File: src/rtl/wdw_pkg.sv
`timescale 1ns/1ps
package wdw_pkg;
    localparam int DATA_W = 8;
    localparam logic [1:0] ADDR_CFG  = 2'd0;
    localparam logic [1:0] ADDR_TMO  = 2'd1;
    localparam logic [1:0] ADDR_FEED = 2'd2;
    localparam logic [1:0] ADDR_STAT = 2'd3;
    localparam logic [1:0] EN_RUN    = 2'b01;

    typedef struct packed {
        logic       act;   // 1: reset pulse, 0: interrupt
        logic       slow;  // 1: slow-only, 0: window
        logic [1:0] en;
    } cfg_t;

    typedef struct packed {
        logic [2:0] sel;
        logic [1:0] ratio;
    } tmo_t;
endpackage

File: src/rtl/wdw_tick.sv
`timescale 1ns/1ps
module wdw_tick #(
    parameter int DIV = 200
) (
    input  logic clk_i,
    input  logic rst_i,
    input  logic run_i,
    input  logic clr_i,
    output logic tick_o
);
    localparam int PW = (DIV > 1) ? $clog2(DIV) : 1;

    logic [PW-1:0] cnt_d, cnt_q;

    always_comb begin
        tick_o = run_i && (cnt_q == PW'(DIV - 1));
        if (!run_i || clr_i || tick_o)
            cnt_d = '0;
        else
            cnt_d = cnt_q + PW'(1);
    end

    always_ff @(posedge clk_i) begin
        if (rst_i) cnt_q <= '0;
        else       cnt_q <= cnt_d;
    end

    // one tick per DIV clocks, so never two in a row when DIV > 1
    a_r3_tick_spacing: assert property (@(posedge clk_i) disable iff (rst_i)
        ((DIV > 1) && tick_o) |=> !tick_o);
endmodule

File: src/rtl/wdw_elapsed.sv
`timescale 1ns/1ps
module wdw_elapsed #(
    parameter int BASE_US = 11
) (
    input  logic       clk_i,
    input  logic       rst_i,
    input  logic       run_i,
    input  logic       clr_i,
    input  logic       tick_i,
    input  logic [2:0] sel_i,
    input  logic [1:0] ratio_i,
    output logic       too_early_o,
    output logic       expire_o
);
    localparam int CW = $clog2((BASE_US << 11) + 1);

    logic [CW-1:0] cnt_d, cnt_q;
    logic [CW-1:0] short_lim, long_lim;

    always_comb begin
        short_lim   = CW'(BASE_US) << sel_i;
        long_lim    = short_lim << (3'(ratio_i) + 3'd1);
        too_early_o = cnt_q < short_lim;
        expire_o    = run_i && tick_i && ((cnt_q + CW'(1)) == long_lim);
        if (!run_i || clr_i)
            cnt_d = '0;
        else if (tick_i)
            cnt_d = cnt_q + CW'(1);
        else
            cnt_d = cnt_q;
    end

    always_ff @(posedge clk_i) begin
        if (rst_i) cnt_q <= '0;
        else       cnt_q <= cnt_d;
    end

    // the elapsed count stays below the long limit while running
    a_r3_no_overflow: assert property (@(posedge clk_i) disable iff (rst_i)
        run_i |-> (cnt_q < long_lim));
endmodule

File: src/rtl/wdw_watchdog.sv
`timescale 1ns/1ps
module wdw_watchdog
    import wdw_pkg::*;
#(
    parameter int CLK_PER_US = 200,
    parameter int BASE_US    = 11,
    parameter int RST_CYCLES = 16
) (
    input  logic              clk_i,
    input  logic              rst_i,
    input  logic              wr_en_i,
    input  logic [1:0]        addr_i,
    input  logic [DATA_W-1:0] wdata_i,
    output logic [DATA_W-1:0] rdata_o,
    output logic              irq_o,
    output logic              reset_no
);
    localparam int RW = $clog2(RST_CYCLES + 1);

    typedef struct packed {
        cfg_t          cfg;
        tmo_t          tmo;
        logic          irq;
        logic [RW-1:0] rstcnt;
    } state_t;

    state_t s_d, s_q;
    logic enabled, pulse, run, feed, tick, too_early, expire;
    logic early_fault, late_fault, fault, feed_ok, restart;
    logic unused_wdata;

    assign unused_wdata = wdata_i[7];

    wdw_tick #(.DIV(CLK_PER_US)) i_tick (
        .clk_i (clk_i),
        .rst_i (rst_i),
        .run_i (run),
        .clr_i (restart),
        .tick_o(tick)
    );

    wdw_elapsed #(.BASE_US(BASE_US)) i_elapsed (
        .clk_i      (clk_i),
        .rst_i      (rst_i),
        .run_i      (run),
        .clr_i      (restart),
        .tick_i     (tick),
        .sel_i      (s_q.tmo.sel),
        .ratio_i    (s_q.tmo.ratio),
        .too_early_o(too_early),
        .expire_o   (expire)
    );

    always_comb begin
        enabled     = (s_q.cfg.en == EN_RUN);
        pulse       = (s_q.rstcnt != '0);
        run         = enabled && !pulse;
        feed        = wr_en_i && (addr_i == ADDR_FEED) && wdata_i[0];
        early_fault = run && feed && !s_q.cfg.slow && too_early;
        late_fault  = run && !feed && expire;
        fault       = early_fault || late_fault;
        feed_ok     = run && feed && !early_fault;
        restart     = feed_ok || fault;

        s_d = s_q;
        if (pulse)
            s_d.rstcnt = s_q.rstcnt - RW'(1);
        if (wr_en_i && (addr_i == ADDR_CFG)) begin
            if (enabled) begin
                s_d.cfg.en  = wdata_i[1:0];
                s_d.cfg.act = wdata_i[3];
            end else begin
                s_d.cfg = cfg_t'(wdata_i[3:0]);
            end
        end
        if (wr_en_i && (addr_i == ADDR_TMO) && !enabled) begin
            s_d.tmo.sel   = wdata_i[6:4];
            s_d.tmo.ratio = wdata_i[1:0];
        end
        if (wr_en_i && (addr_i == ADDR_STAT) && wdata_i[0])
            s_d.irq = 1'b0;
        if (fault) begin
            if (s_q.cfg.act) s_d.rstcnt = RW'(RST_CYCLES);
            else             s_d.irq    = 1'b1;
        end

        case (addr_i)
            ADDR_CFG: rdata_o = {4'b0, s_q.cfg};
            ADDR_TMO: rdata_o = {1'b0, s_q.tmo.sel, 2'b0, s_q.tmo.ratio};
            ADDR_STAT: rdata_o = {7'b0, s_q.irq};
            default:  rdata_o = '0;
        endcase
    end

    always_ff @(posedge clk_i) begin
        if (rst_i) s_q <= '0;
        else       s_q <= s_d;
    end

    assign irq_o    = s_q.irq;
    assign reset_no = (s_q.rstcnt == '0);

    // a reset pulse only starts when the reset action was selected
    a_r7_pulse_needs_action: assert property (@(posedge clk_i) disable iff (rst_i)
        $fell(reset_no) |-> $past(s_q.cfg.act));
    // the interrupt only rises in interrupt-action mode
    a_r6_irq_needs_action: assert property (@(posedge clk_i) disable iff (rst_i)
        $rose(irq_o) |-> !$past(s_q.cfg.act));
    // a stopped timer raises no fault
    a_r2_quiet_when_off: assert property (@(posedge clk_i) disable iff (rst_i)
        (!enabled && !pulse) |=> (reset_no && !$rose(irq_o)));
    // timing fields are frozen while enabled
    a_r8_tmo_locked: assert property (@(posedge clk_i) disable iff (rst_i)
        enabled |=> $stable(s_q.tmo));
endmodule

File: config.mk
export PLATFORM = sky130hd
export DESIGN_NAME = wdw_watchdog
export DESIGN_NICKNAME = d
export VERILOG_FILES = /design/src/rtl/wdw_pkg.sv /design/src/rtl/wdw_tick.sv /design/src/rtl/wdw_elapsed.sv /design/src/rtl/wdw_watchdog.sv
export SDC_FILE = /design/constraint.sdc
export NUM_CORES = 1
export LEC_CHECK = 0
export ABC_AREA = 1
export BUFFER_PORTS_ARGS = -buffer_cell sky130_fd_sc_hd__buf_4
export CORE_MARGIN = 3
export CORE_UTILIZATION = 40
export DETAILED_ROUTE_END_ITERATION = 7
export GPL_TIMING_DRIVEN = 0
export PLACE_DENSITY = 0.58
export SYNTH_ARGS = -nofsm -noshare
export SYNTH_HDL_FRONTEND = slang
export SYNTH_HIERARCHICAL = 1
export SYNTH_SLANG_ARGS = --single-unit
File: constraint.sdc
create_clock -name clk_i -period 5.15 [get_ports clk_i]
set_clock_uncertainty 0.1 [all_clocks]
set_input_delay 0.515 -clock clk_i [delete_from_list [all_inputs] [get_ports clk_i]]
set_output_delay 0.515 -clock clk_i [all_outputs]
set_load 0.02 [all_outputs]
==> impl_metrics.yaml <==
status:
  status: "completed"
synth:
  syn_avg_cell_area_sq_um: 6.242
  synth_edf_count: 0
  synthesis.nets: 576
  yosysTopAreaCellShare_pct: 22.36
  synth.cell_area_sq_mm: 0.003402
  synthCells: 545
  ys_warn_count: 6
  synthArstFlopShare_pct: 0
  synth_ff_type: "dfxtp_1"
  yosys_register_bits: 38
  seq_area_frac_synth_pct: 22.36
  yosysTopAreaCell: "dfxtp_1"
  synth_area_leaders: "dfxtp_1 (22%), nand2_1 (16%), nand3_1 (11%)"
  yosys.cell_types.count: 39
power_and_ir_drop:
  ir_worst_vdd_mv: 0.1769
  p_switching_mw: 0.2778
  p_leak_nw: 1.785
  p_int_mw: 0.5995
  p_per_area_mw_per_mm2: 229.6
  p_comb_share_pct: 27.8
  power_frac_seq_pct: 37.0
  clockPowerShare_pct: 35.2
  switching_share_pct: 31.67
worst_setup_path:
  worst-path-max-fanout: 10
  critPathKind: "reg -> reg"
  cp_slowest_cell: "clkbuf_1"
  startpoint_type: "flop"
  cp_data_required_time_ps: 5240
  crit_top_cell: "inv_1"
  crit_chain: "inv_1 > ha_1 > nand3_4 > nor2_4 > nand2_1 > nor2_1 > nand2_2 > inv_1 > nand2_1 > inv_1 > nand3_1 > nor2_1 > nand3_1 > nor3_1 > nand2_1 > nor2_2 > a21oi_1 > nor3_1 > nor3_1 > inv_1 > clkbuf_1 > a21oi_1 > o21ai_0 > inv_1"
  max_stage_delay_ps: 420
  critPathCaptureType: "flop"
  cp.arrival_ps: 3800
clock_tree:
  clk_pin_slew_ps: 80
  cts_max_level: 2
  cts.sink_count: 38
  cts-root-buf: "clkbuf_8"
  holdBufCountCts: 0
  cts_buffers: 5
  clk_latency_ps: 290
  clockBufferDepth: 2
  cts_tree: "done"
  postCtsSetupBuffers: 0
  cts_resized: 0
sta:
  grt_setup_unrepaired: "false"
  setup_tns_ps: 0
  relSlewSlack_pct: 58.22
  final-max-slew-violation-count: 0
  worst_pin_slew_ps: 621.9
  fin_crit_ps: 3713
  hold_violations: 0
  fmax_ghz: 0.2693
  setup_viol: 0
  timing.hold.ws_ps: 323.3
  post-route-period-util_pct: 72.09
floorplan:
  io-pin-count: 23
  rows: 33
  coreArea_sq_mm: 0.008258
  die_width_microns: 98.22
  start_util_pct: 41.20
  die_area_sq_mm: 0.009647
  die_h_microns: 98.22
drt:
  drt_iter0_markers: 178
  wire_per_inst_microns: 12.61
  via_count: 3460
  route.detailed.drc: 0
  ant_nets: 0
  routed_wl_microns: 8547
  dr.pass1.iters: 5
  viasPerCell: 5.103
place:
  hpwl_microns: 6998
  io_buffer_count: 20
  gp_congestion: 0.9058
final_layout:
  final_common_cell: "nand2_1"
  antennaDiodeCount: 0
  drive_above_1_share_pct: 16.58
  final_cell_mix: "nand2_1 (147), nand3_1 (74), inv_1 (70), dfxtp_1 (38), nor2_1 (35)"
  syn2layout_area_growth_pct: 12.32
  nets: 603
global_route:
  gr-usage-all-layers_pct: 18.54
  gr-total-overflow: 0
  grt_pass1_vias: 3288
  grt_pass1_wl_microns: 14890
  grt_max_degree: 14
  antenna_found_initial: 0
job:
  max_cap_viol_count: 0
worst_hold_path:
  hold_path.class: "in -> reg"
==> per-stage QoR <==
step,std cells,area [sq um],setup slack (ps),util (%),total power [mW]
global route,678,3821,948.1,46.27,0.9342
finish,678,3821,1437,46.27,0.8774
detailed placement,670,3684,1438,44.61,0.5755
floorplan,545,3402,2201,-,0.5185
global placement,670,3684,1497,44.61,0.5711
CTS,678,3821,1409,46.27,0.8895
==> sequential cells by signal, summed over array words and instances (netlist names) <==
signal and flops:
i_tick/cnt_q 8, irq_o 1, s_q 14, i_elapsed/cnt_q 15
==> logic make-up (layout without fill, tap and decap cells) <==
logic type | after synthesis | count (layout) | synth area share, %
and+or+nand+nor | 315 | 315 | 45.13
DFF | 38 | 38 | 22.36
xor gates and xnor gates | 11 | 11 | 2.832
other | 1 | 1 | 0.1102
adders and majority gates | 18 | 18 | 6.620
buffers and inverters | 97 | 125 | 12.14
AOI/OAI and AO/OA | 65 | 65 | 10.81
==> critical path: cells and delay by family, from the launching register on <==
kind                       cells  cell delay (ps)
AOI/OAI and AO/OA              3              240
adders and majority gates      1              240
buffers and inverters          6              840
DFF                            1              330
and+or+nand+nor               14             1840
==> power by group through the flow <==
stage	combinational (mW)	clock (mW)	sequential, mW
6_report	0.244	0.309	0.325
2_1_floorplan	0.189	0	0.329
3_5_place_dp	0.244	0	0.332
4_1_cts	0.245	0.320	0.325
5_1_grt	0.280	0.327	0.327
3_3_place_gp	0.239	0	0.332
==> routing by layer <==
| layer | global-route usage [%] | routed length, microns | share of wire, % |
|---|---|---|---|
| met5 | 0 | 0 | 0 |
| met1 | 24.49 | 4116 | 48 |
| met3 | 2.643 | 323 | 3.8 |
| met2 | 31.78 | 3971 | 46 |
| met4 | 4.832 | 136 | 1.6 |
==> layout make-up <==
cell class                 count  area (sq um)
timing repair buffer          20         150.1
fill                         888          4437
clock buffer                   5         68.82
sequential                    38         760.7
clock inverter                 3         68.82
tap                          105         131.4
inverter                      84         319.1
buffer                        13         93.84
multi-input combinational    410          2228
==> synth_stat cells (3+ instances only) <==
library cell,number
buf_6,4
o21ai_0,20
xnor2_1,3
nor2_2,8
ha_1,18
nand3_2,11
nand2_1,147
nor2_1,35
xor2_1,8
inv_1,70
nand3_1,74
clkbuf_1,3
a21oi_2,5
buf_2,3
nor3_1,5
nor2_4,7
o21ai_1,5
dfxtp_1,38
nand3b_1,3
a21oi_1,27
nand4_1,13
nand2_2,6
inv_2,11
==> worst paths after layout <==
kind	start	end	slack, ps	depth (start not counted)
min	rst_i	s_q[4]	320	2
max reg2reg	s_q[0]	i_elapsed/cnt_q[13]	1440	24
min reg2reg	i_tick/cnt_q[0]	i_tick/cnt_q[0]	370	1
max	s_q[0]	i_elapsed/cnt_q[13]	1440	24
Note: power is estimated with default switching activity, not from simulation.
